`src/rtl/i2c_byte_tx_pkg.sv`:
```
package i2c_byte_tx_pkg;

  typedef enum logic [1:0] {
    ST_IDLE = 2'd0,
    ST_LOW  = 2'd1,
    ST_HIGH = 2'd2
  } txState_t;

  // Strobes issued by the control module to the datapath
  typedef struct packed {
    logic load;    // accepted buffer write
    logic drive;   // put next data bit on SDA
    logic relSda;  // let go of SDA for acknowledge
    logic bfClr;   // eighth falling edge
    logic sample;  // ninth falling edge
  } txStrobe_t;

endpackage

```
`src/rtl/i2c_byte_tx_ctrl.sv`:
```
module i2c_byte_tx_ctrl
  import i2c_byte_tx_pkg::*;
#(
  parameter int DATA_W   = 8,
  parameter int RELOAD_W = 7
) (
  input  logic                clk,
  input  logic                rstN,
  input  logic                wrEn,
  input  logic [RELOAD_W-1:0] baudReload,
  output txStrobe_t           stb,
  output logic                sclOe,
  output logic                busy
);
  localparam int BIT_W = $clog2(DATA_W + 1);
  localparam logic [BIT_W-1:0] LAST_BIT = BIT_W'(DATA_W);
  localparam logic [BIT_W-1:0] DATA_LAST = BIT_W'(DATA_W - 1);

  txState_t            state;
  logic [RELOAD_W-1:0] cnt;
  logic [RELOAD_W-1:0] period;
  logic [BIT_W-1:0]    bitIdx;
  logic                drivePend;
  logic [RELOAD_W-1:0] effReload;
  logic                tick;
  logic                fallNow;

  assign effReload = (baudReload == '0) ? RELOAD_W'(1) : baudReload;
  assign tick      = (cnt == '0);
  assign fallNow   = (state == ST_HIGH) && tick;
  assign busy      = (state != ST_IDLE);

  always_comb begin
    stb        = '0;
    stb.load   = (state == ST_IDLE) && wrEn;
    stb.drive  = drivePend && (bitIdx < LAST_BIT);
    stb.relSda = drivePend && (bitIdx == LAST_BIT);
    stb.bfClr  = fallNow && (bitIdx == DATA_LAST);
    stb.sample = fallNow && (bitIdx == LAST_BIT);
  end

  always_ff @(posedge clk) begin
    if (!rstN) begin
      state     <= ST_IDLE;
      cnt       <= '0;
      period    <= RELOAD_W'(1);
      bitIdx    <= '0;
      sclOe     <= 1'b1;
      drivePend <= 1'b0;
    end else begin
      drivePend <= 1'b0;
      unique case (state)
        ST_IDLE: begin
          if (wrEn) begin
            state  <= ST_LOW;
            cnt    <= effReload;
            period <= effReload;
            bitIdx <= '0;
          end
        end
        ST_LOW: begin
          if (tick) begin
            state <= ST_HIGH;
            cnt   <= period;
            sclOe <= 1'b0;
          end else begin
            cnt <= cnt - 1'b1;
          end
        end
        ST_HIGH: begin
          if (tick) begin
            sclOe <= 1'b1;
            cnt   <= period;
            if (bitIdx == LAST_BIT) begin
              state <= ST_IDLE;
            end else begin
              state     <= ST_LOW;
              bitIdx    <= bitIdx + 1'b1;
              drivePend <= 1'b1;
            end
          end else begin
            cnt <= cnt - 1'b1;
          end
        end
        default: state <= ST_IDLE;
      endcase
    end
  end

  AST_IDLE_SCL_HELD: assert property (@(posedge clk) disable iff (!rstN)
    (state == ST_IDLE) |-> sclOe);

  AST_BIT_RANGE: assert property (@(posedge clk) disable iff (!rstN)
    bitIdx <= LAST_BIT);

  AST_PERIOD_FROZEN: assert property (@(posedge clk) disable iff (!rstN)
    (busy && !stb.sample) |=> $stable(period));

endmodule

```
`src/rtl/i2c_byte_tx_dp.sv`:
```
module i2c_byte_tx_dp
  import i2c_byte_tx_pkg::*;
#(
  parameter int DATA_W = 8
) (
  input  logic              clk,
  input  logic              rstN,
  input  txStrobe_t         stb,
  input  logic              busy,
  input  logic              wrEn,
  input  logic [DATA_W-1:0] wrData,
  input  logic              colClr,
  input  logic              doneClr,
  input  logic              sdaIn,
  output logic              sdaOe,
  output logic              bufFull,
  output logic              wrCol,
  output logic              ackStat,
  output logic              doneIrq
);
  logic [DATA_W-1:0] shReg;

  always_ff @(posedge clk) begin
    if (!rstN) begin
      shReg   <= '0;
      sdaOe   <= 1'b0;
      bufFull <= 1'b0;
      wrCol   <= 1'b0;
      ackStat <= 1'b0;
      doneIrq <= 1'b0;
    end else begin
      if (stb.load) begin
        shReg <= wrData;
        sdaOe <= ~wrData[DATA_W-1];
      end else if (stb.drive) begin
        shReg <= shReg << 1;
        sdaOe <= ~shReg[DATA_W-2];
      end else if (stb.relSda) begin
        sdaOe <= 1'b0;
      end

      if (stb.load)       bufFull <= 1'b1;
      else if (stb.bfClr) bufFull <= 1'b0;

      if (wrEn && busy) wrCol <= 1'b1;
      else if (colClr)  wrCol <= 1'b0;

      if (stb.sample) ackStat <= sdaIn;

      if (stb.sample)   doneIrq <= 1'b1;
      else if (doneClr) doneIrq <= 1'b0;
    end
  end

  AST_COL_STICKY: assert property (@(posedge clk) disable iff (!rstN)
    (wrCol && !colClr) |=> wrCol);

  AST_BUF_KEPT: assert property (@(posedge clk) disable iff (!rstN)
    (busy && wrEn && !stb.drive) |=> $stable(shReg));

  AST_ACK_RELEASED: assert property (@(posedge clk) disable iff (!rstN)
    stb.sample |-> !sdaOe);

  AST_DONE_STICKY: assert property (@(posedge clk) disable iff (!rstN)
    (doneIrq && !doneClr) |=> doneIrq);

endmodule

```
`src/rtl/i2c_byte_tx.sv`:
```
module i2c_byte_tx
  import i2c_byte_tx_pkg::*;
#(
  parameter int DATA_W   = 8,
  parameter int RELOAD_W = 7
) (
  input  logic                clk,
  input  logic                rstN,
  input  logic                wrEn,
  input  logic [DATA_W-1:0]   wrData,
  input  logic [RELOAD_W-1:0] baudReload,
  input  logic                colClr,
  input  logic                doneClr,
  input  logic                sdaIn,
  output logic                sclOe,
  output logic                sdaOe,
  output logic                bufFull,
  output logic                wrCol,
  output logic                ackStat,
  output logic                doneIrq
);
  txStrobe_t stb;
  logic      busy;

  i2c_byte_tx_ctrl #(
    .DATA_W  (DATA_W),
    .RELOAD_W(RELOAD_W)
  ) u_ctrl (
    .clk       (clk),
    .rstN      (rstN),
    .wrEn      (wrEn),
    .baudReload(baudReload),
    .stb       (stb),
    .sclOe     (sclOe),
    .busy      (busy)
  );

  i2c_byte_tx_dp #(
    .DATA_W(DATA_W)
  ) u_dp (
    .clk    (clk),
    .rstN   (rstN),
    .stb    (stb),
    .busy   (busy),
    .wrEn   (wrEn),
    .wrData (wrData),
    .colClr (colClr),
    .doneClr(doneClr),
    .sdaIn  (sdaIn),
    .sdaOe  (sdaOe),
    .bufFull(bufFull),
    .wrCol  (wrCol),
    .ackStat(ackStat),
    .doneIrq(doneIrq)
  );

  AST_SDA_STABLE: assert property (@(posedge clk) disable iff (!rstN)
    (!sclOe && !$past(sclOe)) |-> $stable(sdaOe));

  AST_DONE_IDLE: assert property (@(posedge clk) disable iff (!rstN)
    $rose(doneIrq) |-> (sclOe && !sdaOe));

endmodule

```
`config.mk`:
```
export PLATFORM = sky130hd
export DESIGN_NAME = i2c_byte_tx
export DESIGN_NICKNAME = d
export VERILOG_FILES = /design/src/rtl/i2c_byte_tx_pkg.sv /design/src/rtl/i2c_byte_tx_ctrl.sv /design/src/rtl/i2c_byte_tx_dp.sv /design/src/rtl/i2c_byte_tx.sv
export SDC_FILE = /design/constraint.sdc
export NUM_CORES = 1
export LEC_CHECK = 0
export ABC_AREA = 1
export BUFFER_PORTS_ARGS = -buffer_cell sky130_fd_sc_hd__buf_2
export CAP_MARGIN = 30
export CORE_MARGIN = 4
export CORE_UTILIZATION = 35
export CTS_CLUSTER_DIAMETER = 80
export CTS_CLUSTER_SIZE = 30
export DETAILED_ROUTE_END_ITERATION = 8
export SYNTH_ARGS = -nofsm -noshare
export SYNTH_HDL_FRONTEND = slang
export SYNTH_SLANG_ARGS = --single-unit
```
`constraint.sdc`:
```
create_clock -name clk -period 4.65 [get_ports clk]
set_input_delay 0.465 -clock clk [delete_from_list [all_inputs] [get_ports clk]]
set_output_delay 0.465 -clock clk [all_outputs]
set_load 0.1 [all_outputs]
```
After elaboration in Yosys (flattened, before gate mapping)
Cells that the tools add are included.

storage, ports and cells
  input bits = 21
  bits in latches = 0
  memory bits (read-only) = 0
  register bits after elaboration = 34
  output and inout bits = 6
  memory bits (writable) = 0
  memories = 0

operators by class
  bitwise logic cells = 2
  $add $sub $neg = 2
  reductions and logical operators = 26
  equal/unequal tests = 8
  mux-type cells = 28
  order comparisons = 1
  divide/modulo/power cells = 0
  $mul = 0
  shifts and indexed selects = 0

operator list
  cell                                              number
  two-way mux 7 bit                                 5
  nonzero test 2 bit                                8
  zero test 7 bit                                   2
  case mux 7 bit (2 select lines)                   1
  two-way mux 1 bit                                 13
  two-way mux 4 bit                                 3
  AND reduction 3 bit                               3
  case mux 4 bit (2 select lines)                   1
  logical AND 1 bit                                 7
  subtractor 7 x 1 -> 7 bit, second input constant  1
  two-way mux 2 bit                                 3
  case mux 2 bit (3 select lines)                   1
  adder 4 x 1 -> 4 bit, second input constant       1
  == test 4 x 3 -> 1 bit, second input constant     1
  == test 4 bit, second input constant              1
  < comparator 4 bit, second input constant         1
  != test 2 x 1 -> 1 bit, second input constant     2
  != test 2 bit, second input constant              2
  AND reduction 2 bit                               2
  AND reduction 4 bit                               1
  nonzero test 3 bit                                1
  == test 2 x 1 -> 1 bit, second input constant     1
  == test 2 bit, second input constant              1
  zero test 2 bit                                   1
  3 further kinds                                   4

Longest topological paths before layout
  depth in word-level cells = 5
  gate-level depth with buffers = 10

By module
Synthesis repeated with hierarchy kept, for this count alone.

second synthesis, totals
  cells, all modules = 284
  area total of the unflattened synthesis = 1950.6 um^2

modules (own cells, without submodules)
  module            area each (um^2)  times used  cells an instance  seq. area each (um^2)
  i2c_byte_tx_ctrl  1363.8            1           201                440.4
  i2c_byte_tx_dp    586.8             1           83                 240.2

Worst setup path after synthesis
No wires, ideal clock.

  kind = register to register
  start = register u_ctrl.state[0]
  end = register u_ctrl.cnt[1]
  clock period less this slack = 1.488 ns
  data required time = 4.528 ns
  path buffers = 0
  path slack = 3.162 ns
  stages on the path, launching flop included = 9
  data arrival time = 1.366 ns
  cells stage by stage = dfxtp_1 > inv_1 > ha_1 > inv_1 > nor2_1 > nor2_1 > inv_1 > a21oi_1 > a21oi_1

between the ends
  word-level cells in the longest chain between the ends = 4
  elaborated cells on any way between the ends = 8

RTL lines
  item                                                     RTL line                source
  from (decl)                                              i2c_byte_tx_ctrl.sv:19  txState_t state;
  from (signal assigned)                                   i2c_byte_tx_ctrl.sv:44  state <= ST_IDLE;
  from (signal assigned)                                   i2c_byte_tx_ctrl.sv:55  state <= ST_LOW;
  from (signal assigned)                                   i2c_byte_tx_ctrl.sv:63  state <= ST_HIGH;
  == test 2 x 1 -> 1 bit or == test 2 bit (tied branches)  i2c_byte_tx_ctrl.sv:52  unique case (state)
  OR reduction 2 bit (no line)                             n/a
  nonzero test 2 bit (no line)                             n/a
  AND reduction 2 bit (no line)                            n/a
  to (signal assigned)                                     i2c_byte_tx_ctrl.sv:56  cnt <= effReload;
  to (signal assigned)                                     i2c_byte_tx_ctrl.sv:64  cnt <= period;
  to (signal assigned)                                     i2c_byte_tx_ctrl.sv:67  cnt <= cnt - 1'b1;
  to (decl)                                                i2c_byte_tx_ctrl.sv:20  logic [RELOAD_W-1:0] cnt;

Several ways; a longest one is shown, not always the timed one.
A chain may end at the register's enable or synchronous reset.

Worst setup path in the final report
  start = register u_ctrl.state[0]
  end = register u_dp.shReg[1]

between the ends
  word-level cells in the longest chain between the ends = 3
  elaborated cells on any way between the ends = 4

RTL lines
  item                                                     RTL line                source
  zero test 2 bit (*)                                      i2c_byte_tx_ctrl.sv:35  stb.load = (state == ST_IDLE) && wrEn;
  logical AND 1 bit (*)                                    i2c_byte_tx_ctrl.sv:35
  two-way mux 7 bit or nonzero test 2 bit (tied branches)  n/a
  to (signal assigned)                                     i2c_byte_tx_dp.sv:33    shReg <= wrData;
  to (signal assigned)                                     i2c_byte_tx_dp.sv:36    shReg <= shReg << 1;
  to (decl)                                                i2c_byte_tx_dp.sv:21    logic [DATA_W-1:0] shReg;

Every way passes the cells marked *; elsewhere a longest branch is shown, timed or not.

==> key figures <==
Die
  • Num rows: 25
  • Die ar.: 6308 µm²
  • Die H: 79.43 µm
  • Io pins: 27
  • DIE WIDTH: 79.43 µm
  • Starting Density: 37.06%
  • Core ar.: 4817 µm²

Placed design
  • Placed cells: 345
  • Routability cong.: 0.8185
  • Dpl hpwl: 3.069 mm
  • Port bufs: 26

Min path
  • Worst Hold Launch: sdaIn
  • Hold path cells: 3
  • Hold endpoint: u_dp.ackStat
  • Worst Hold Class: primary input to register

Setup path
  • Crit-path cells: inv_1 -> ha_1 -> nand2_1 -> inv_1 -> or2_2 -> o211ai_1 -> a21oi_1
  • Reg2reg path depth: 7
  • Worst setup path class: register to register
  • Critical-path top delay cell: nand2_1
  • CP required: 4800 ps
  • Reg-to-reg startpoint: u_ctrl.state[0]
  • Startpoint types: register
  • Critical path peak fanout: 16
  • Reg-to-reg setup timing slack: 2570 ps
  • WP data arrival: 2230 ps
  • Worst path most repeated cell: inv_1
  • Worst path max stage delay: 380 ps
  • Crit path capture type: register
  • Critical R2R Capture: u_dp.shReg[1]

Clocking
  • H-tree depth: 2
  • Sink Count: 34
  • Cts hold-fix bufs: 0
  • Skew-Pair Late Insertion Delay: 280 ps
  • CTS Buffer Depth: 2
  • Clock transition at path regs: 70 ps
  • TritonCTS clock tree: done
  • Root buffer cell: clkbuf_8
  • # Post-CTS Setup Buffers: 0
  • Post_cts resized: 0
  • Num CTS Buffers: 5

Yosys
  • Main synth FF type: dfxtp_1
  • Yosys cell types: 21
  • Syn_area_per_cell: 6.894 µm²
  • Syn nets: 288
  • Ranking of synthesized cells by area: dfxtp_1 38%, nand2_1 9.9%, a21oi_1 9.0%
  • Post-synth EDFFs: 0
  • Most frequent cells after synthesis: 47 x nand2_1, 42 x nor2_1, 34 x dfxtp_1
  • Top-area cell type share of the netlist area: 38.12%
  • Yosys top cell by area: dfxtp_1
  • Async SR Flop Fraction: 0%
  • Post-synthesis sequential area ratio: 38.12%
  • Synth Cell Area: 1785 µm²
  • Seq cells post-synth: 34
  • Most common cell in the netlist: nand2_1
  • Synth warn: 0
  • Mapped Cells: 259

Final layout
  • Area delta synth->final: 14.72%
  • Layout cells sized above 1: 13.64%
  • Nets: 314
  • Ant diodes: 0
  • Non-Filler Instances: 353
  • Fillers: 534

Pwr
  • Pwr dens: 487.3 nW/µm²
  • Worst vdd ir: 0.0001617 V
  • P_leak: 0.9048 nW

Global route
  • Initial antenna violation count: 0
  • Congestion Overflow GR: 0
  • First-pass GRT wire length: 7.127 mm
  • Vias in the first global route: 1,587
  • Largest net degree at the start of global routing: 19
  • Total GRT Usage: 14.07%

STA
  • Final setup violating endpoints: 0
  • Final Hold Fails: 0
  • RSZ-0062 raised after global routing: no
  • Worst clock skew: 7.083 ps
  • Worst slew margin: 63.33%
  • Setup tns final: 0 ps
  • Worst slew pin tran: 548.0 ps
  • Crit share post-route: 44.74%
  • Slew Viols, Final: 0
  • Hold Slack: 416.3 ps
  • Max frequency: 0.4807 GHz
  • Period minus WS final: 2080 ps

Route
  • Vias: 1,700
  • Routed WL: 4.089 mm
  • Routed Antenna Nets: 0
  • Wire length per cell: 11.58 µm
  • Iter 0 DRT Violations: 77
  • DR pass1 iterations: 4
  • DRC Markers: 0
  • Drt via density: 4.816

Status
  • Status: complete, no violations

Flow run
  • Max Cap Viol: 0
flip-flops by register name, indices dropped and copies added, names as in the netlist:
name and flops:
u_dp.ackStat 1, u_dp.bufFull 1, u_ctrl.period 7, u_ctrl.state 2, u_ctrl.sclOe 1, u_ctrl.cnt 7
u_dp.doneIrq 1, u_dp.sdaOe 1, u_ctrl.bitIdx 4, u_dp.wrCol 1, u_ctrl.drivePend 1, u_dp.shReg 7
per-stage QoR:
stage,util [%],setup WS (ps),power (mW),instance area (µm²)
2_1_floorplan,-,3162,0.7130,1785
3_3_place_gp,40.62,2636,0.7834,1957
3_5_place_dp,40.62,2556,0.7829,1957
4_1_cts,42.52,2543,1.009,2048
5_1_grt,42.52,2399,1.084,2048
6_report,42.52,2570,0.9981,2048
placed cells by master (no fill, tap or decap), drive strengths merged, types with 5 or more instances in the layout:
master and instances:
clkbuf 7, nand2 47, nor2 45, a21oi 32
nand3 19, inv 27, ha 8, buf 26
dfxtp 34, nand4 5, o21ai 27
critical path: cells and delay by family (launching register included):
family	cells	cell delay [ps]
and+or+nand+nor	2	750
buffers and inverters	2	430
DFF	1	370
adders and majority gates	1	220
AOI/OAI and AO/OA	2	180
cell type report:
| type | count | area, µm² | share of cell area, % |
|---|---|---|---|
| tap | 67 | 83.83 | 4.093 |
| inverter | 28 | 105.1 | 5.131 |
| clock inverter | 1 | 5.005 | 0.2443 |
| clock buffer | 7 | 86.33 | 4.215 |
| timing repair buffer | 26 | 130.1 | 6.353 |
| multi-input combinational | 190 | 957.2 | 46.73 |
| sequential | 34 | 680.7 | 33.23 |
worst max path at each step:
stage          cells after the start            start  slack, ps             to
2_1_floorplan                      8  u_ctrl.state[0]       3160  u_ctrl.cnt[1]
3_3_place_gp                       7  u_ctrl.state[0]       2640  u_dp.shReg[1]
3_5_place_dp                       7  u_ctrl.state[0]       2560  u_dp.shReg[1]
4_1_cts                            7  u_ctrl.state[0]       2540  u_dp.shReg[1]
5_1_grt                            7  u_ctrl.state[0]       2400  u_dp.shReg[1]
6_report                           7  u_ctrl.state[0]       2570  u_dp.shReg[1]
kinds of logic (layout without fill, tap and decap cells):
logic type               Yosys count  in the layout  synth area share, %
adder cells (fa/ha/maj)            8              8                5.606
AND/OR/NAND/NOR                  118            118                29.01
AO/OA/AOI/OAI                     62             62                18.01
buffers and inverters             35             62                8.268
XOR/XNOR                           2              2               0.9813
flip-flops                        34             34                38.12
where the power goes:
part	total, mW	switching, mW	internal (mW)
clock network	0.221	0.102	0.119
logic	0.401	0.275	0.126
registers	0.376	0.0352	0.340
routing by layer:
layer	vias to the layer above	track usage [%]	routed length, µm
li1	901	-	-
met1	747	18.50	1962
met2	45	22.04	1870
met3	7	3.499	186
met4	0	5.498	70
met5	-	0	0
No activity file was read; power rests on OpenSTA's default activity.
